[src/rtl/dma_chan_engine.sv]
module dma_chan_engine #(
  parameter int CNT_W  = 16,
  parameter int PAGE_W = 8,
  localparam int PHYS_W = PAGE_W + CNT_W
) (
  input  logic              clk,
  input  logic              rst_n,
  input  logic              ld,
  input  logic [PAGE_W-1:0] ld_page,
  input  logic [CNT_W-1:0]  ld_addr,
  input  logic [CNT_W-1:0]  ld_count,
  input  logic              ld_word,
  input  logic              ld_auto,
  input  logic              ld_to_mem,
  input  logic              mask_set,
  input  logic              mask_clr,
  input  logic              grant,
  output logic [PHYS_W-1:0] phys_addr,
  output logic              tc,
  output logic [CNT_W-1:0]  cur_count,
  output logic              masked,
  output logic              to_mem
);

  logic [PAGE_W-1:0] page_q;
  logic [CNT_W-1:0]  base_addr_q, base_cnt_q, addr_q, cnt_q;
  logic              word_q, auto_q, dir_q, mask_q;
  logic              xfer;

  assign xfer      = grant && !mask_q && !ld;
  assign tc        = xfer && (cnt_q == '0);
  assign cur_count = cnt_q;
  assign masked    = mask_q;
  assign to_mem    = dir_q;
  assign phys_addr = word_q ? {page_q[PAGE_W-1:1], addr_q, 1'b0}
                            : {page_q, addr_q};

  always_ff @(posedge clk) begin
    if (!rst_n) begin
      page_q      <= '0;
      base_addr_q <= '0;
      base_cnt_q  <= '0;
      addr_q      <= '0;
      cnt_q       <= '0;
      word_q      <= 1'b0;
      auto_q      <= 1'b0;
      dir_q       <= 1'b0;
    end else if (ld) begin
      page_q      <= ld_page;
      base_addr_q <= ld_addr;
      base_cnt_q  <= ld_count;
      addr_q      <= ld_addr;
      cnt_q       <= ld_count;
      word_q      <= ld_word;
      auto_q      <= ld_auto;
      dir_q       <= ld_to_mem;
    end else if (xfer) begin
      if (tc && auto_q) begin
        addr_q <= base_addr_q;
        cnt_q  <= base_cnt_q;
      end else begin
        addr_q <= addr_q + 1'b1;
        cnt_q  <= cnt_q - 1'b1;
      end
    end
  end

  always_ff @(posedge clk) begin
    if (!rst_n)                        mask_q <= 1'b1;
    else if (mask_set || (tc && !auto_q)) mask_q <= 1'b1;
    else if (mask_clr)                 mask_q <= 1'b0;
  end

endmodule

[config.mk]
export PLATFORM = sky130hd
export DESIGN_NAME = dma_chan_engine
export DESIGN_NICKNAME = d
export VERILOG_FILES = /design/src/rtl/dma_chan_engine.sv
export SDC_FILE = /design/constraint.sdc
export NUM_CORES = 1
export LEC_CHECK = 0
export BUFFER_PORTS_ARGS = -buffer_cell sky130_fd_sc_hd__buf_4
export CAP_MARGIN = 20
export CELL_PAD_IN_SITES_DETAIL_PLACEMENT = 0
export CELL_PAD_IN_SITES_GLOBAL_PLACEMENT = 1
export CORE_MARGIN = 5
export CORE_UTILIZATION = 44
export DETAILED_ROUTE_END_ITERATION = 8
export PLACE_DENSITY = 0.95
export REMOVE_ABC_BUFFERS = 1
export SLEW_MARGIN = 20
export SYNTH_ARGS = -nofsm -noshare
export SYNTH_HDL_FRONTEND = slang
export SYNTH_SLANG_ARGS = --single-unit
[constraint.sdc]
create_clock -name clk -period 3.6 [get_ports clk]
set_clock_uncertainty 0.15 [all_clocks]
set_input_delay 0.36 -clock clk [delete_from_list [all_inputs] [get_ports clk]]
set_output_delay 0.36 -clock clk [all_outputs]
set_load 0.1 [all_outputs]
==> run_results.csv, run 1 <==
group,metric,value,unit
clock_tree,cts.path.max_buffers,2,
route,wirelength,11100,um
floorplan,die_h,108,um
critical_path,critPathKind,"flop to output pin",
floorplan,floorplan.core_area,9280,um2
critical_path,crit_buf_inv,3,
clock_tree,hold_buffers,0,
layout,final_nets,604,
run,cap_violations,0,
yosys,avgSynthCellArea,8.62,um2
placed_design,dp_hpwl,7580,um
power_and_ir_drop,powerDensity,458,nW/um2
floorplan,die_w,108,um
placed_design,place_congestion,0.781,
yosys,synthCells,487,
global_routing,grt_max_degree,79,
yosys,synth_edf_count,0,
clock_tree,cts_resized,0,
critical_path,worstSetupStartpointType,"flop",
critical_path,end_kind,"output pin",
floorplan,start_util,0.452,
floorplan,ioPinCount,92,
clock_tree,clock-sinks,76,
yosys,async_flop_share,0,
yosys,yosys_warnings,0,
layout,final_common_cell,"buf_4",
power_and_ir_drop,p_leak,2.15,nW
timing,max_freq,348,MHz
yosys,ys_types,54,
route,vias,3757,
clock_tree,cts_tree,"done",
floorplan,die-area,11600,um2
layout,layout-drive-gt1-share,0.248,
timing,timing.final.max_slew_violations,0,
global_routing,track_usage,0.192,
clock_tree,cts_buffers,9,
clock_tree,post_cts_buffers,0,
clock_tree,clk_latency,0.36,ns
route,drtIter0Drc,182,
yosys,netlist_area,4200,um2
clock_tree,ctsRootBufferMaster,"clkbuf_8",
placed_design,dp_cells,670,
placed_design,port_buffers,91,
critical_path,slowest_stage,"and3_1",
route,drt_pass1_iterations,4,
outcome,outcome,"finished, final reports clean",
floorplan,row_count,35,
timing,whs,0.0447,ns
timing,min_period,2.87,ns
yosys,synth-seq-cells,76,
layout,diodes,0,
layout,finalNonFillerCells,686,
clock_tree,htree_levels,3,
route,drc,0,
global_routing,grt_pass1_wl,18100,um
timing,maxSlewHeadroom,0.511,
critical_path,crit_top_cell,"inv_1",
power_and_ir_drop,peakVddDrop,0.000230,V
critical_path,path_cells,"inv_1 -> ha_1 -> nor4b_1 -> and3_1 -> nand3_1 -> inv_1 -> buf_4",
timing,fin_crit_sh,0.798,
power_and_ir_drop,p_total,2.32,mW
yosys,synth-seq-area-share,0.362,
critical_path,cp.arrival,2.36,ns
critical_path,path_max_fanout,7,
timing,finalSetupTns,0,ns
layout,synthToLayoutAreaGrowth,20.9,%
route,drt.antenna.violating_nets,0,
route,wl_per_cell,16.2,um
timing,rsz0062_at_grt,"no",
timing,hold_viol,0,
timing,tightest_slew,0.733,ns
global_routing,grt-ovfl-total,0,
yosys,synth_ff_type,"dfxtp_1",
critical_path,max_stage_delay,0.41,ns
critical_path,critPathRequiredTime,3.09,ns
layout,mostFrequentLayoutCells,"buf_4 (97), dfxtp_1 (76), nand2_1 (66), a21oi_1 (34), mux2i_1 (33)",
global_routing,grt_pass1_vias,3678,
global_routing,antenna_found_initial,0,
worst_hold_path,min_path_type,"input pin to flop",
critical_path,critPathTopFamily,"simple AND/OR/NAND/NOR gates",
timing,setup_viol,0,
route,routed_via_density,5.48,
clock_tree,cts.clk_slew.worst_paths,0.08,ns
## logic make-up (layout without fill, tap and decap cells)
logic type               Yosys count  in the layout  share of synthesized area
flip-flops                        76             76                      0.362
XOR/XNOR                          19             19                     0.0396
multiplexers                      49             49                      0.122
AND/OR/NAND/NOR                  176            176                      0.223
buffers and inverters             47            117                     0.0632
adder cells (fa/ha/maj)            3              3                    0.00894
AO/OA/AOI/OAI                    117            117                      0.181
## path summary, 6_finish.rpt
kind	slack [ns]	cells past startpoint	start	to
max	0.73	7	cur_count[0]	tc
min	0.04	3	mask_set	masked
max reg2reg	0.88	5	cur_count[11]	cur_count[10]
min reg2reg	0.32	2	base_addr_q[6]	addr_q[6]
## stage by stage
| stage | util | instance area (um2) | setup slack (ns) |
|---|---|---|---|
| after floorplan | - | 3950 | 0.494 |
| after global placement | 0.521 | 4840 | 1.08 |
| after detailed placement | 0.521 | 4840 | 0.987 |
| after CTS | 0.547 | 5070 | 0.748 |
| after global routing | 0.547 | 5070 | 0.574 |
| final | 0.547 | 5070 | 0.728 |
## tightest hold or removal path: cells and delay by family
family	cells	cell delay, ns
buffers and inverters	1	0.08
AO/OA/AOI/OAI	1	0.05
AND/OR/NAND/NOR	1	0.03
## area by class of cell
| class | instances | area (um2) |
|---|---|---|
| tap | 129 | 161 |
| clock buffer | 12 | 165 |
| fill | 881 | 4210 |
| sequential | 76 | 1520 |
| timing repair buffer | 97 | 728 |
| inverter | 4 | 15.0 |
| multi-input combinational | 364 | 2410 |
| clock inverter | 4 | 70.1 |
## cells in the mapped netlist, types with 7 or more instances
master,count,area (um2)
or3_1,8,50.1
nor2b_1,32,200
nand4_1,7,43.8
a21boi_0,16,120
clkbuf_1,25,93.8
o211ai_1,8,60.1
nand3_1,12,60.1
mux2i_1,33,330
dfxtp_1,76,1520
o311ai_0,14,123
xnor2_1,11,96.3
o21ai_0,24,120
nor2_1,12,45.0
a21oi_1,34,170
xor2_1,8,70.1
nand2_1,66,248
buf_4,7,52.6
mux2_2,16,180
nor3_1,8,40.0
## power by group
group | leakage [nW] | internal [mW] | switching (mW)
Sequential | 0.628 | 0.894 | 0.0645
Combinational | 1.40 | 0.190 | 0.409
Clock | 0.122 | 0.445 | 0.321
## layer usage
metal | global-route usage | wire length [um]
met1 | 0.252 | 5010
met2 | 0.311 | 5300
met3 | 0.0432 | 616
met4 | 0.0613 | 161
met5 | 0 | 0
## state kept, by name, summed over array words and instances, names as in the netlist
signal	cells
addr_q	16
base_addr_q	16
base_cnt_q	16
cur_count	16
page_q	8
auto_q	1
masked	1
to_mem	1
word_q	1
Power figures use the tool's default switching activity.
==> run 2: changes to the inputs <==
--- a/config.mk
+++ b/config.mk
@@ -10,9 +10,9 @@
 export CELL_PAD_IN_SITES_DETAIL_PLACEMENT = 0
 export CELL_PAD_IN_SITES_GLOBAL_PLACEMENT = 1
 export CORE_MARGIN = 5
-export CORE_UTILIZATION = 44
+export CORE_UTILIZATION = 41
 export DETAILED_ROUTE_END_ITERATION = 8
-export PLACE_DENSITY = 0.95
+export PLACE_DENSITY = 0.92
 export REMOVE_ABC_BUFFERS = 1
 export SLEW_MARGIN = 20
 export SYNTH_ARGS = -nofsm -noshare
==> constraint.sdc (replaced) <==
create_clock -name clk -period 2.76 [get_ports clk]
set_clock_uncertainty 0.15 [all_clocks]
set_input_delay 0.276 -clock clk [delete_from_list [all_inputs] [get_ports clk]]
set_output_delay 0.276 -clock clk [all_outputs]
set_load 0.1 [all_outputs]
==> run 2 against run 1 <==
Count of clock-buffer cells in the layout decreased by 1. Power is 31% higher. Final cell count rose by 1.9%. Via count up 2.0%. Final area up 1.3%. Flip-flop and latch count is the same. Critical endpoint unchanged. Largest cell class unchanged. Largest power group unchanged.
==> run_results.csv, run 2 (synthesized netlist as in run 1, its figures left out) <==
group,metric,value,unit
outcome,outcome,"finished, final reports clean",
power_and_ir_drop,powerDensity,592,nW/um2
layout,layout-drive-gt1-share,0.258,
power_and_ir_drop,peakVddDrop,0.000277,V
placed_design,pre_cts_ws,0.367,ns
route,drt.antenna.violating_nets,0,
layout,final_nets,610,
timing,hold_viol,0,
timing,min_period,2.60,ns
layout,multiInputGateArea,2420,um2
worst_hold_path,min_path_type,"input pin to flop",
placed_design,place_congestion,0.812,
layout,n_fill_cell,937,
clock_tree,post_cts_buffers,0,
critical_path,cp.arrival,2.17,ns
clock_tree,cts.path.max_buffers,2,
timing,maxSlewHeadroom,0.398,
layout,finalNonFillerCells,699,
clock_tree,clock-sinks,76,
route,drc,0,
critical_path,max_stage_delay,0.37,ns
global_routing,grt_max_degree,60,
run,cap_violations,0,
critical_path,end_kind,"output pin",
route,routed_via_density,5.48,
timing,setup_viol,0,
critical_path,slowest_stage,"dfxtp_1",
critical_path,path_max_fanout,7,
floorplan,row_count,37,
critical_path,crit_top_cell,"inv_1",
placed_design,dp_cells,682,
route,wl_per_cell,16.1,um
timing,tightest_slew,0.900,ns
global_routing,antenna_found_initial,0,
layout,synthToLayoutAreaGrowth,22.5,%
route,wirelength,11300,um
floorplan,ioPinCount,92,
placed_design,port_buffers,91,
power_and_ir_drop,p_leak,2.18,nW
clock_tree,cts_tree,"done",
clock_tree,htree_levels,3,
critical_path,worstSetupStartpointType,"flop",
floorplan,floorplan.core_area,10100,um2
critical_path,r2r_start,"cur_count[11]",
route,drt_pass1_iterations,4,
floorplan,die-area,12400,um2
floorplan,start_util,0.414,
critical_path,path_cells,"inv_1 -> ha_1 -> nor4b_2 -> and3_1 -> nand3_1 -> inv_1 -> buf_4",
clock_tree,cts.clk_slew.worst_paths,0.08,ns
route,vias,3832,
placed_design,dp_hpwl,7790,um
floorplan,die_w,111,um
timing,timing.final.max_slew_violations,0,
timing,fin_crit_sh,0.941,
layout,ff_latch_area,1520,um2
route,drtIter0Drc,159,
critical_path,critPathKind,"flop to output pin",
global_routing,grt-ovfl-total,0,
global_routing,grt_pass1_wl,18900,um
critical_path,timing.critical_path.from,"cur_count[0]",
clock_tree,clk_latency,0.36,ns
clock_tree,ctsRootBufferMaster,"clkbuf_8",
layout,mostFrequentLayoutCells,"buf_4 (102), dfxtp_1 (76), nand2_1 (66), a21oi_1 (34), mux2i_1 (33)",
layout,final_common_cell,"buf_4",
timing,max_freq,385,MHz
clock_tree,cts_buffers,9,
global_routing,track_usage,0.183,
power_and_ir_drop,p_total,3.04,mW
global_routing,grt_pass1_vias,3866,
floorplan,die_h,111,um
worst_hold_path,hp-start,"ld_to_mem",
timing,rsz0062_at_grt,"no",
layout,diodes,0,
timing,finalWorstSetupSlack,0.164,ns
critical_path,critPathRequiredTime,2.33,ns
==> run 2: cell types whose count changed in the layout (fill, tap and decap cells not counted), sizes merged <==
cell,before,now
buf,97,102
clkbuf,12,11
dlygate4sd3,0,1
inv,4,5
==> run 2: worst paths after layout <==
| path | to | slack, ns | depth (start not counted) |
|---|---|---|---|
| worst max-delay path | tc | 0.16 | 7 |
| worst min-delay path | to_mem | 0.02 | 3 |
| worst max register to register | cur_count[9] | 0.35 | 5 |
| worst min register to register | addr_q[3] | 0.32 | 2 |
==> run 2: layout make-up <==
| type | instances | share of cell area |
|---|---|---|
| well taps | 136 | 0.0331 |
| clock buffers | 11 | 0.0294 |
| clock inverters | 5 | 0.0161 |
| inverters | 4 | 0.00292 |
| multi-input cells | 364 | 0.472 |
| repair buffers | 103 | 0.151 |
| flip-flops and latches | 76 | 0.296 |
==> run 2: power breakdown <==
group	switching, mW	internal, mW
Clock	0.439	0.562
Sequential	0.0814	1.17
Combinational	0.538	0.255
Total	1.06	1.98
==> run 2: metrics by stage <==
stage	hold WS (ns)	cell area, um2	setup TNS (ns)	util
after floorplan	0.233	3950	-4.66	-
after global placement	0.297	4890	0	0.482
after detailed placement	0.310	4890	0	0.482
after CTS	0.00504	5130	0	0.506
after global routing	0.0287	5140	0	0.507
final	0.0217	5140	0	0.507
==> run 2: layer usage <==
metal  up-vias  global-route usage  routed length (um)
met5         -                   0                   0
met3        16              0.0420                 655
met1      1812               0.233                5220
li1       1898                   -                   -
met2       106               0.295                5190
met4         0              0.0779                 203
==> run 2: timing repair <==
item | 4_1_cts | 5_1_grt
endpoints found under the setup margin | 0 | 1
hold buffers | 1 | 0
hold endpoints to repair | 1 | 0
resized for setup | 0 | 2
==> run 2: worst max-delay path, delay by kind of cell (launching register included) <==
family        cells  cell delay (ns)
flops             1             0.37
fa+ha+maj         1             0.17
simple gates      3             0.78
buf+inv           3             0.50
